**src/rtl/lsag_pkg.sv**
```systemverilog
package lsag_pkg;
   localparam int OPC_W  = 5;
   localparam int RIDX_W = 5;

   localparam logic [OPC_W-1:0] OPC_LOAD      = 5'd1;
   localparam logic [OPC_W-1:0] OPC_LOAD_REL  = 5'd2;
   localparam logic [OPC_W-1:0] OPC_STORE     = 5'd3;
   localparam logic [OPC_W-1:0] OPC_ADDR      = 5'd5;
   localparam logic [OPC_W-1:0] OPC_ADDR_REL  = 5'd6;

   typedef enum logic [1:0] {
      ACT_NONE  = 2'd0,
      ACT_LOAD  = 2'd1,
      ACT_STORE = 2'd2,
      ACT_ADDR  = 2'd3
   } act_e;
endpackage

```
**src/rtl/lsag_field_decode.sv**
```systemverilog
module lsag_field_decode
   import lsag_pkg::*;
#(
   parameter int XLEN = 32,
   parameter int C1_W = 22,
   parameter int C2_W = 17
) (
   input  logic [XLEN-1:0]   instr,
   output logic [RIDX_W-1:0] ra,
   output logic [RIDX_W-1:0] rb,
   output logic [C1_W-1:0]   c1,
   output logic [C2_W-1:0]   c2,
   output act_e              act,
   output logic              use_rel
);
   localparam int OP_LSB = XLEN - OPC_W;
   localparam int RA_LSB = OP_LSB - RIDX_W;
   localparam int RB_LSB = RA_LSB - RIDX_W;

   if (C1_W > RA_LSB) begin : g_bad_c1
      $error("relative offset overlaps target field");
   end
   if (C2_W > RB_LSB) begin : g_bad_c2
      $error("short offset overlaps base field");
   end

   logic [OPC_W-1:0] opc;

   assign opc = instr[XLEN-1:OP_LSB];
   assign ra  = instr[OP_LSB-1:RA_LSB];
   assign rb  = instr[RA_LSB-1:RB_LSB];
   assign c1  = instr[C1_W-1:0];
   assign c2  = instr[C2_W-1:0];

   always_comb begin
      act     = ACT_NONE;
      use_rel = 1'b0;
      case (opc)
         OPC_LOAD:     act = ACT_LOAD;
         OPC_LOAD_REL: begin act = ACT_LOAD; use_rel = 1'b1; end
         OPC_STORE:    act = ACT_STORE;
         OPC_ADDR:     act = ACT_ADDR;
         OPC_ADDR_REL: begin act = ACT_ADDR; use_rel = 1'b1; end
         default:      act = ACT_NONE;
      endcase
   end
endmodule

```
**src/rtl/lsag_addr_calc.sv**
```systemverilog
module lsag_addr_calc
   import lsag_pkg::*;
#(
   parameter int XLEN           = 32,
   parameter int C1_W           = 22,
   parameter int C2_W           = 17,
   parameter bit ZERO_IS_DIRECT = 1'b1
) (
   input  logic [RIDX_W-1:0] rb,
   input  logic [XLEN-1:0]   base_val,
   input  logic [XLEN-1:0]   pc,
   input  logic [C1_W-1:0]   c1,
   input  logic [C2_W-1:0]   c2,
   output logic [XLEN-1:0]   disp_addr,
   output logic [XLEN-1:0]   rel_addr
);
   localparam int EXT1 = XLEN - C1_W;
   localparam int EXT2 = XLEN - C2_W;

   if (EXT1 < 1 || EXT2 < 1) begin : g_bad_w
      $error("offsets must be narrower than the datapath");
   end

   logic [XLEN-1:0] off_short;
   logic [XLEN-1:0] off_long;
   logic [XLEN-1:0] base_term;

   assign off_short = {{EXT2{c2[C2_W-1]}}, c2};
   assign off_long  = {{EXT1{c1[C1_W-1]}}, c1};

   if (ZERO_IS_DIRECT) begin : g_zero_direct
      assign base_term = (rb == '0) ? '0 : base_val;
   end else begin : g_zero_reg
      assign base_term = base_val;
   end

   assign disp_addr = base_term + off_short;
   assign rel_addr  = pc + off_long;
endmodule

```
**src/rtl/lsag_out_stage.sv**
```systemverilog
module lsag_out_stage
   import lsag_pkg::*;
#(
   parameter int XLEN = 32
) (
   input  logic              clk,
   input  logic              rst_n,
   input  logic              in_valid,
   input  act_e              act,
   input  logic              use_rel,
   input  logic [RIDX_W-1:0] ra,
   input  logic [XLEN-1:0]   disp_addr,
   input  logic [XLEN-1:0]   rel_addr,
   input  logic [XLEN-1:0]   src_val,
   output logic              out_valid,
   output logic [XLEN-1:0]   mem_addr,
   output logic              mem_rd,
   output logic              mem_wr,
   output logic [XLEN-1:0]   mem_wdata,
   output logic [RIDX_W-1:0] dest_idx,
   output logic              reg_we,
   output logic [XLEN-1:0]   reg_wdata
);
   logic [XLEN-1:0] eff;
   logic            is_ld, is_st, is_ad;

   assign eff   = use_rel ? rel_addr : disp_addr;
   assign is_ld = in_valid && (act == ACT_LOAD);
   assign is_st = in_valid && (act == ACT_STORE);
   assign is_ad = in_valid && (act == ACT_ADDR);

   always_ff @(posedge clk) begin
      if (!rst_n) begin
         out_valid <= 1'b0;
         mem_addr  <= '0;
         mem_rd    <= 1'b0;
         mem_wr    <= 1'b0;
         mem_wdata <= '0;
         dest_idx  <= '0;
         reg_we    <= 1'b0;
         reg_wdata <= '0;
      end else begin
         out_valid <= in_valid;
         mem_rd    <= is_ld;
         mem_wr    <= is_st;
         reg_we    <= is_ad;
         mem_addr  <= (is_ld || is_st) ? eff : '0;
         reg_wdata <= is_ad ? eff : '0;
         mem_wdata <= is_st ? src_val : '0;
         dest_idx  <= (is_ld || is_ad) ? ra : '0;
      end
   end

   p_exclusive_r12: assert property (@(posedge clk) disable iff (!rst_n)
      $onehot0({mem_rd, mem_wr, reg_we}));

   p_req_valid_r12: assert property (@(posedge clk) disable iff (!rst_n)
      (mem_rd || mem_wr || reg_we) |-> out_valid);

   p_latency_r2: assert property (@(posedge clk) disable iff (!rst_n)
      out_valid |-> $past(in_valid));

   p_store_data_r8: assert property (@(posedge clk) disable iff (!rst_n)
      mem_wr |-> (mem_wdata == $past(src_val) && dest_idx == '0));
endmodule

```
**src/rtl/ls_addr_gen.sv**
```systemverilog
module ls_addr_gen
   import lsag_pkg::*;
#(
   parameter int XLEN           = 32,
   parameter int C1_W           = 22,
   parameter int C2_W           = 17,
   parameter bit ZERO_IS_DIRECT = 1'b1
) (
   input  logic              clk,
   input  logic              rst_n,
   input  logic              in_valid,
   input  logic [XLEN-1:0]   instr,
   input  logic [XLEN-1:0]   pc,
   output logic [RIDX_W-1:0] base_sel,
   input  logic [XLEN-1:0]   base_val,
   output logic [RIDX_W-1:0] src_sel,
   input  logic [XLEN-1:0]   src_val,
   output logic              out_valid,
   output logic [XLEN-1:0]   mem_addr,
   output logic              mem_rd,
   output logic              mem_wr,
   output logic [XLEN-1:0]   mem_wdata,
   output logic [RIDX_W-1:0] dest_idx,
   output logic              reg_we,
   output logic [XLEN-1:0]   reg_wdata
);
   logic [RIDX_W-1:0] ra, rb;
   logic [C1_W-1:0]   c1;
   logic [C2_W-1:0]   c2;
   act_e              act;
   logic              use_rel;
   logic [XLEN-1:0]   disp_addr, rel_addr;

   lsag_field_decode #(.XLEN(XLEN), .C1_W(C1_W), .C2_W(C2_W)) u_dec (
      .instr(instr), .ra(ra), .rb(rb), .c1(c1), .c2(c2),
      .act(act), .use_rel(use_rel)
   );

   assign base_sel = rb;
   assign src_sel  = ra;

   lsag_addr_calc #(.XLEN(XLEN), .C1_W(C1_W), .C2_W(C2_W),
                    .ZERO_IS_DIRECT(ZERO_IS_DIRECT)) u_calc (
      .rb(rb), .base_val(base_val), .pc(pc), .c1(c1), .c2(c2),
      .disp_addr(disp_addr), .rel_addr(rel_addr)
   );

   lsag_out_stage #(.XLEN(XLEN)) u_out (
      .clk(clk), .rst_n(rst_n), .in_valid(in_valid), .act(act),
      .use_rel(use_rel), .ra(ra), .disp_addr(disp_addr),
      .rel_addr(rel_addr), .src_val(src_val), .out_valid(out_valid),
      .mem_addr(mem_addr), .mem_rd(mem_rd), .mem_wr(mem_wr),
      .mem_wdata(mem_wdata), .dest_idx(dest_idx), .reg_we(reg_we),
      .reg_wdata(reg_wdata)
   );
endmodule

```
**config.mk**
```make
export PLATFORM = sky130hd
export DESIGN_NAME = ls_addr_gen
export DESIGN_NICKNAME = d
export VERILOG_FILES = /design/src/rtl/lsag_pkg.sv /design/src/rtl/lsag_field_decode.sv /design/src/rtl/lsag_addr_calc.sv /design/src/rtl/lsag_out_stage.sv /design/src/rtl/ls_addr_gen.sv
export SDC_FILE = /design/constraint.sdc
export NUM_CORES = 1
export LEC_CHECK = 0
export ABC_AREA = 1
export BUFFER_PORTS_ARGS = -buffer_cell sky130_fd_sc_hd__buf_2
export CAP_MARGIN = 30
export CORE_AREA = 2 2 135 137
export CTS_CLUSTER_DIAMETER = 150
export DETAILED_ROUTE_END_ITERATION = 12
export DIE_AREA = 0 0 137 139
export GPL_ROUTABILITY_DRIVEN = 0
export PLACE_DENSITY = 0.8
export SYNTH_ARGS = -nofsm -noshare
export SYNTH_HDL_FRONTEND = slang
export SYNTH_SLANG_ARGS = --single-unit
```
**constraint.sdc**
```tcl
create_clock -name clk -period 1.8 [get_ports clk]
set_input_delay 0 -clock clk [delete_from_list [all_inputs] [get_ports clk]]
set_output_delay 0 -clock clk [all_outputs]
set_load 0.01 [all_outputs]
```
Word-level counts from Yosys, hierarchy flattened
Cells that the tools add are included.
- order comparisons: 0
- shift-type cells: 0
- multiplexer cells: 4
- add/subtract/negate cells: 2
- multipliers: 0
- equal/unequal tests: 8
- bitwise operators: 0
- div/mod/pow operators: 0
- reductions and logical operators: 13
- operator list (kind ; count):
    adder 32 bit ; 2
    two-way mux 32 bit ; 2
    equality test 5 x 2 -> 1 bit (second input constant) ; 2
    equality test 5 x 3 -> 1 bit (second input constant) ; 2
    AND reduction 2 bit ; 4
    case mux 2 bit (3 select lines) ; 1
    OR reduction 2 bit ; 3
    equality test 5 x 1 -> 1 bit (second input constant) ; 1
    zero test 5 bit ; 1
    equality test 2 bit (second input constant) ; 2
    logical AND 1 bit ; 3
    equality test 2 x 1 -> 1 bit (second input constant) ; 1
    logical OR 1 bit ; 2
    two-way mux 1 bit ; 1
- register bits: 105
- memories kept: 0
- word-level logic and storage cells: 35
- bits in latches: 0
- RAM bits: 0
- bits in read-only memories: 0
- bits of input ports: 131

Longest topological paths before layout
Gate-level depths: netlist (run 1).
- word-level depth: 7
- mapped depth: 17
- mapped depth without buffers: 16

By module
Synthesis (run 1) repeated with hierarchy kept, for this count alone.
- cell total of the unflattened synthesis: 1498
- area, all modules: 8614.5 µm²
- by module, submodules not included (module ; instances ; area an instance (µm²) ; cells each):
    lsag_addr_calc ; 1 ; 4962.3 ; 1065
    lsag_out_stage ; 1 ; 3215.6 ; 370
    lsag_field_decode ; 1 ; 436.7 ; 63

Worst setup path after synthesis (run 1)
Ideal clock, no wire load.
- kind: input-to-reg
- start: input port instr[18]
- end: register u_out.mem_addr[16]
- path buffers: 1
- arrival time: 1.863 ns
- stages on the path: 14
- library setup time: 0.117 ns
- setup slack: -0.180 ns
- cells stage by stage: nor3_1 nand2_1 clkbuf_1 nand2_1 inv_1 fa_1 nand3_1 nand3_1 a21oi_1 nor2_1 o21bai_1 nand3_1 o21ai_1 nor2_1
- word-level cells in the longest chain between the ends: 4
- RTL lines (what ; line ; source):
    start, declared ; ls_addr_gen.sv:12 ; input logic [XLEN-1:0] instr,
    zero test 5 bit ; lsag_addr_calc.sv:32 ; assign base_term = (rb == '0) ? '0 : base_val;
    two-way mux 32 bit ; lsag_addr_calc.sv:32 ;
    adder 32 bit ; lsag_addr_calc.sv:37 ; assign disp_addr = base_term + off_short;
    two-way mux 32 bit ; lsag_out_stage.sv:27 ; assign eff = use_rel ? rel_addr : disp_addr;
    end signal, assigned ; lsag_out_stage.sv:47 ; mem_addr <= (is_ld || is_st) ? eff : '0;
    end, declared ; lsag_out_stage.sv:16 ; output logic [XLEN-1:0] mem_addr,
Every way passes these cells.
A chain may end at the register's enable or synchronous reset.

Worst setup path after layout (run 1)
- start: input port instr[19]
- end: register u_out.reg_wdata[17]
- word-level cells in the longest chain between the ends: 4
- RTL lines (what ; line ; source):
    zero test 5 bit ; lsag_addr_calc.sv:32 ;
    two-way mux 32 bit ; lsag_addr_calc.sv:32 ;
    adder 32 bit ; lsag_addr_calc.sv:37 ;
    two-way mux 32 bit ; lsag_out_stage.sv:27 ;
    end signal, assigned ; lsag_out_stage.sv:48 ; reg_wdata <= is_ad ? eff : '0;
    end, declared ; lsag_out_stage.sv:22 ; output logic [XLEN-1:0] reg_wdata
Every way passes these cells.

==> results of run 1 <==
## flip-flops by register name, summed over array words and instances (netlist names)
signal and flops:
u_out.dest_idx 5, u_out.reg_we 1, u_out.out_valid 1, u_out.mem_addr 32, u_out.mem_wdata 32, u_out.reg_wdata 32, u_out.mem_wr 1, u_out.mem_rd 1
## placed cells by master (no fill, tap or decap), types with 4 or more instances in the layout
cell	n
a21oi_1	37
a21oi_2	45
nand2_1	347
o21ai_2	5
nand2_2	97
inv_1	262
o21bai_1	4
nor3_1	5
o21ai_0	5
buf_4	102
a21oi_4	4
inv_4	6
nor2_2	25
ha_1	31
dlygate4sd3_1	40
nand2_4	33
nor2_4	16
dfxtp_1	105
xnor2_1	4
ha_4	31
nand3_1	43
inv_2	28
nand3_4	9
clkbuf_16	9
xor2_2	4
nand3_2	26
xor2_1	12
nand3b_1	9
buf_6	9
buf_2	242
nor2_1	122
nand4_1	8
## kinds of logic after synthesis
| group | after synthesis | synth area share |
|---|---|---|
| compound gates | 107 | 0.07636 |
| flops | 105 | 0.2545 |
| xor+xnor | 20 | 0.02121 |
| simple gates | 752 | 0.3838 |
| buf+inv | 324 | 0.1592 |
| fa+ha+maj | 64 | 0.09879 |
| mux | 5 | 0.006061 |
## area by class of cell
cell class	instances	area, um2
timing repair buffer	398	2581
clock buffer	9	225.2
clock inverter	7	73.82
sequential	105	2102
tap	229	286.5
multi-input combinational	948	6257
fill	1242	5005
inverter	296	1126
## critical path: cells and delay by family
| kind | cells | cell delay (ns) |
|---|---|---|
| AND/OR/NAND/NOR | 12 | 1.43 |
| buffers and inverters | 4 | 0.45 |
| adder cells (fa/ha/maj) | 1 | 0.33 |
| AO/OA/AOI/OAI | 1 | 0.07 |
## report_power, final
group / internal [uW] / switching [uW] / leakage (uW)
registers: 2340 / 6.22 / 0.000847
logic: 1360 / 1970 / 0.00627
clock network: 980 / 940 / 0.000144
## stage by stage
stage                     area (um2)  setup WS (ns)  power (uW)
after floorplan                 8413      -0.004971        3897
after global placement         10500        -0.6106        4766
after detailed placement       10500        -0.6637        4824
after CTS                      11860       -0.04258        7049
after global routing           12650        -0.2858        7950
final                          12650        -0.2986        7600
## cells in the mapped netlist
cell and n:
a21o_1 1, a21oi_1 67, a21oi_2 19, a22oi_1 1, and2_1 1, and3_1 2, buf_2 7, buf_4 12
buf_6 6, clkbuf_1 3, dfxtp_1 105, fa_1 2, ha_1 62, inv_1 292, inv_2 4, mux2i_1 5
nand2_1 459, nand2_2 18, nand3_1 67, nand3_2 11, nand3b_1 9, nand3b_2 1, nand4_1 8, nor2_1 152
nor2_2 9, nor2_4 2, nor3_1 8, nor3_2 2, nor4_1 1, nor4_2 2, o21a_1 1, o21ai_0 12
o21ai_1 1, o21bai_1 4, o21bai_2 1, xnor2_1 4, xor2_1 16
## how the worst max path moves through the flow
stage / endpoint / cells past startpoint / from / slack [ns]
final: u_out.reg_wdata[17] / 18 / instr[19] / -0.30
after global routing: u_out.reg_wdata[17] / 18 / instr[19] / -0.29
after CTS: u_out.reg_wdata[14] / 17 / instr[20] / -0.04
after detailed placement: u_out.reg_wdata[14] / 17 / instr[18] / -0.66
after global placement: u_out.reg_wdata[14] / 17 / instr[18] / -0.61
after floorplan: u_out.mem_addr[16] / 14 / instr[18] / -0.005
## metal layers
metal  global-route usage  vias to the layer above  part of all wire
met3              0.05556                      189              0.10
met1               0.3510                     4707              0.36
li1                     -                     4909                 -
met5                    0                        -                 0
met4               0.1617                        0             0.066
met2               0.5426                      675              0.47
## timing repair
| item | CTS | global route |
|---|---|---|
| gates cloned | 2 | 0 |
| setup buffers | 6 | 4 |
| hold endpoints to repair | 39 | 0 |
| gates resized for setup | 131 | 217 |
| pin swaps | 40 | 93 |
| endpoints found under the setup margin | 56 | 56 |
| hold buffers | 40 | 0 |
==> key figures, run 1 <==
Worst setup path
  – CP Data Required Time: 1.99 ns
  – Critical Path Source Type: input port
  – CP max FO: 6
  – Most frequent CP cell: nand2_1
  – Slowest CP cell: ha_4
  – CP arrival: 2.29 ns
  – Critical path endpoint category: register
  – CP Cell Sequence: buf_6 > nor3_4 > nand2_4 > buf_6 > nand2_1 > inv_1 > ha_4 > nand2_1 > nand2_2 > nand2_1 > nand2_2 > inv_2 > nand3_4 > nand3_2 > nand2_1 > nand2_1 > nand3_2 > a21oi_1
  – Setup CP Type: input port to register
  – Slowest Stage Delay on Critical Path: 0.33 ns

Clocking
  – H-Tree Depth: 3
  – CTS buffer count: 9
  – # clock sinks: 105
  – Root Driver: clkbuf_16
  – Clk buf depth: 2
  – Clock-pin slew on the worst setup and hold paths: 0.07 ns
  – TritonCTS clock tree: built

Timing
  – RSZ-0062 raised after global routing: true
  – Max-slew violations: 0
  – WHS: 0.02435 ns
  – Tmin final: 2.099 ns
  – Maximum achievable frequency: 476.5 MHz
  – Slew headroom: 0.5215
  – Worst Max-Slew Pin Slew: 0.7167 ns
  – Crit share post-route: 1.166
  – Final Hold Vio Count: 0
  – Setup_tns: -8.701 ns
  – Final setup violation count: 53
  – Worst setup margin: -0.2986 ns

Place
  – Final HPWL DP: 22.70 mm
  – Port buffer count: 245
  – Placed cells: 1925

Finish
  – Final non-filler cell total: 1992
  – Final Util: 0.7166
  – # diodes: 0
  – NumNets Final: 1953
  – Area Growth Syn to Fin: 53.21%
  – Share of post-route cells with drive strength above 1: 0.4061

Floorplanning
  – CORE AREA: 17660 um2
  – Die Span X: 137 um
  – Rows: 49
  – Initial core utilization: 0.4677
  – DIE AREA: 19040 um2
  – # IOs: 246
  – Die H: 139 um

Yosys
  – Synth Net Count: 1572
  – Sequential area share after synthesis: 0.2545
  – Synthesized area: 8258 um2
  – Largest cells by area after synthesis: dfxtp_1, nand2_1, inv_1
  – Synth Instances: 1377
  – Syn_area_per_cell: 5.997 um2
  – Area leader, netlist: dfxtp_1
  – Synthesis-stage register bit count: 105
  – Ys Warns: 0
  – Yosys top cell area share: 0.2545
  – Yosys cell types: 37

Drt
  – Pre-Repair DR Iteration Count: 6
  – Final wirelength: 33.45 mm
  – Drt drc: 0
  – Vias: 10480
  – Antenna Nets Post-Route: 0
  – 1st-iter DRT viols: 824
  – Routed wire per std cell: 16.79 um
  – Vias per inst: 5.261

Power and ir drop
  – P_leak: 0.007257 uW
  – Pwr/cell area: 600.7 nW/um2
  – Max rail drop VDD: 0.4608 mV

GRT
  – Antenna violations before repair: 0
  – Vias in the first global route: 9722
  – First-pass GRT wire length: 46.29 mm
  – Largest net degree at the start of global routing: 33
  – GRT Util Overall: 0.3088
  – Total gr overflow: 0

Min path
  – Min-delay src: instr[31]
  – WHS Path Cells: 4
  – Hold Crit Class: input port to register
  – Hold endpoint: u_out.reg_we

Outcome
  – Failing checks: setup timing
  – Status: complete, but fails checks

Job
  – Number of max-cap violations: 0
Power figures use the tool's default switching activity.
==> run 2: changes to the inputs <==
--- a/config.mk
+++ b/config.mk
@@ -13,7 +13,7 @@
 export DETAILED_ROUTE_END_ITERATION = 12
 export DIE_AREA = 0 0 137 139
 export GPL_ROUTABILITY_DRIVEN = 0
-export PLACE_DENSITY = 0.8
+export PLACE_DENSITY_LB_ADDON = 0.15
 export SYNTH_ARGS = -nofsm -noshare
 export SYNTH_HDL_FRONTEND = slang
 export SYNTH_SLANG_ARGS = --single-unit
==> run 2 against run 1 <==
The flow still finishes with violations (setup timing). Via count fell by 6.5%. Combinational power shrank 11%. Fmax rose by 9.2%. Critical endpoint is now u_out.reg_wdata[14]. Core utilization decreased by 1.8 points. Sequential power is essentially flat. Non-clock buffer count increased by 14. Power down 2.7%. Largest cell class unchanged. Count of clock-buffer cells in the layout is the same. First-iteration DRC count fell by 49%. Global-route usage shrank 2.8 points.
==> key figures, run 2 (synthesis results as in run 1) <==
Outcome
  – Status: complete, but fails checks
  – Failing checks: setup timing

Power and ir drop
  – Max rail drop VDD: 0.5113 mV (+11%)
  – Pwr/cell area: 599.8 nW/um2 (-0.15%)
  – P_leak: 0.007223 uW (-0.47%)
  – Overall Power: 7398 uW (-2.7%)

Drt
  – Routed wire per std cell: 14.50 um (-14%)
  – Antenna Nets Post-Route: 0 (unchanged)
  – Vias per inst: 4.884 (-7.2%)
  – Final wirelength: 29.09 mm (-13%)
  – 1st-iter DRT viols: 423 (-49%)
  – Drt drc: 0 (unchanged)
  – Pre-Repair DR Iteration Count: 6 (unchanged)
  – Vias: 9797 (-6.5%)

Timing
  – RSZ-0062 raised after global routing: true
  – WHS: 0.03511 ns (+0.01076 ns)
  – Maximum achievable frequency: 520.3 MHz (+9.2%)
  – Worst Max-Slew Pin Slew: 0.7050 ns (-0.01167 ns)
  – Final Hold Vio Count: 0 (unchanged)
  – Tmin final: 1.922 ns (-0.1767 ns)
  – Setup_tns: -0.9892 ns (+7.711 ns)
  – Worst setup margin: -0.1218 ns (+0.1767 ns)
  – Max-slew violations: 0 (unchanged)
  – Crit share post-route: 1.068 (-0.09818)
  – Final setup violation count: 20 (-62%)
  – Slew headroom: 0.5293 (+0.007789)

Worst setup path
  – CP Cell Sequence: buf_6 > nor3_4 > nand2_4 > buf_12 > nand2_1 > inv_2 > ha_4 > buf_4 > nand2_4 > inv_1 > nand2_2 > nand2_2 > a21oi_2 > nand2_4 > xor2_2 > mux2i_2 > nor2_1
  – Slowest Stage Delay on Critical Path: 0.25 ns (-0.08 ns)
  – CP max FO: 7 (+1)
  – Setup CP Type: input port to register
  – CP arrival: 2.14 ns (-0.15 ns)
  – Slowest CP cell: mux2i_2
  – CP Depth: 17 (-1)
  – Critical Path Source Type: input port
  – WP buf/inv: 5 (+1)
  – Critical path endpoint category: register
  – Critical path's top delay family: simple AND/OR/NAND/NOR gates
  – Most frequent CP cell: nand2_4
  – CP Data Required Time: 2.02 ns (+0.03 ns)

Floorplanning
  – Initial core utilization: 0.4677 (unchanged)
  – DIE AREA: 19040 um2 (unchanged)
  – CORE AREA: 17660 um2 (unchanged)
  – Die H: 139 um (unchanged)
  – Die Span X: 137 um (unchanged)
  – # IOs: 246 (unchanged)
  – Rows: 49 (unchanged)

Clocking
  – # clock sinks: 105 (unchanged)
  – Clock-pin slew on the worst setup and hold paths: 0.08 ns (about the same)
  – H-Tree Depth: 3 (unchanged)
  – TritonCTS clock tree: built
  – Clk buf depth: 2 (unchanged)
  – CTS buffer count: 9 (unchanged)
  – Root Driver: clkbuf_16

Finish
  – Largest regs: u_out.mem_addr x32, u_out.mem_wdata x32, u_out.reg_wdata x32
  – Most frequent cells in the layout: nand2_1, inv_1, buf_2, nor2_1, buf_4
  – Share of post-route cells with drive strength above 1: 0.3551 (-0.05103)
  – # diodes: 0 (unchanged)
  – Area Growth Syn to Fin: 49.36%
  – NumNets Final: 1967 (+0.72%)
  – Commonest non-fill, non-tap cell in the layout: nand2_1

Min path
  – Hold endpoint: u_out.reg_we
  – WHS Path Cells: 3 (-1)
  – Min-delay src: instr[29]
  – Hold Crit Class: input port to register

GRT
  – Antenna violations before repair: 0 (unchanged)
  – Largest net degree at the start of global routing: 33 (unchanged)
  – GRT Util Overall: 0.2813 (-0.02753)
  – Total gr overflow: 0 (unchanged)
  – First-pass GRT wire length: 42.50 mm (-8.2%)
  – Vias in the first global route: 8921 (-8.2%)

Job
  – Number of max-cap violations: 0 (unchanged)

Place
  – Final HPWL DP: 21.98 mm (-3.2%)
  – Port buffer count: 245 (unchanged)
==> run 2: changes by cell type in the layout (fill, tap and decap cells not counted), sizes merged <==
cell	delta
buf	+12
clkbuf	+2
bufinv	+1
clkinvlp	-1
==> run 2: worst max-delay path by stage <==
| stage | startpoint | endpoint | slack [ns] |
|---|---|---|---|
| after floorplan | instr[18] | u_out.mem_addr[16] | -0.005 |
| after global placement | instr[18] | u_out.reg_wdata[14] | -0.56 |
| after detailed placement | instr[18] | u_out.reg_wdata[14] | -0.58 |
| after CTS | instr[18] | u_out.reg_wdata[8] | -0.03 |
| after global routing | instr[19] | u_out.reg_wdata[14] | -0.23 |
| final | instr[19] | u_out.reg_wdata[14] | -0.12 |
==> run 2: stage by stage <==
stage / setup WS [ns] / area (um2) / instances / util
finish: -0.1218 / 12330 / 2006 / 0.6986
global route: -0.2330 / 12330 / 2006 / 0.6986
CTS: -0.02518 / 11590 / 1996 / 0.6565
detailed placement: -0.5775 / 10630 / 1939 / 0.6019
global placement: -0.5641 / 10630 / 1939 / 0.6019
floorplan: -0.004971 / 8413 / 1377 / -
==> run 2: routing by layer <==
| metal | vias up | wire length [um] | track usage |
|---|---|---|---|
| li1 | 4943 | - | - |
| met1 | 4380 | 11770 | 0.3453 |
| met2 | 375 | 13980 | 0.5001 |
| met3 | 99 | 1863 | 0.03070 |
| met4 | 0 | 1476 | 0.1026 |
| met5 | - | 0 | 0 |
==> run 2: tightest hold or removal path: stages <==
cell     delay [ns]
buf_2          0.11
nand4_1        0.13
a21oi_2        0.08
==> run 2: layout make-up <==
type | instances | area (um2)
Inverter | 296 | 1116
Timing Repair Buffer | 412 | 2695
Tap cell | 229 | 286.5
Sequential cell | 105 | 2102
Fill cell | 1488 | 5323
Clock inverter | 7 | 95.09
Clock buffer | 9 | 225.2
Multi-Input combinational cell | 948 | 5814
==> run 2: what timing repair did <==
item | in CTS | in global routing
cloned | 0 | 3
setup endpoints to repair | 44 | 53
hold buffers | 40 | 0
setup buffers | 1 | 7
endpoints found under the hold margin | 39 | 0
pin swaps | 3 | 41
resized for setup | 39 | 169
==> run 2: where the power goes <==
group          total, uW  switching, uW  internal, uW  leakage (uW)
Combinational       2970           1690          1290       0.00622
Sequential          2350           5.72          2340      0.000847
Clock               2080            957          1120      0.000157
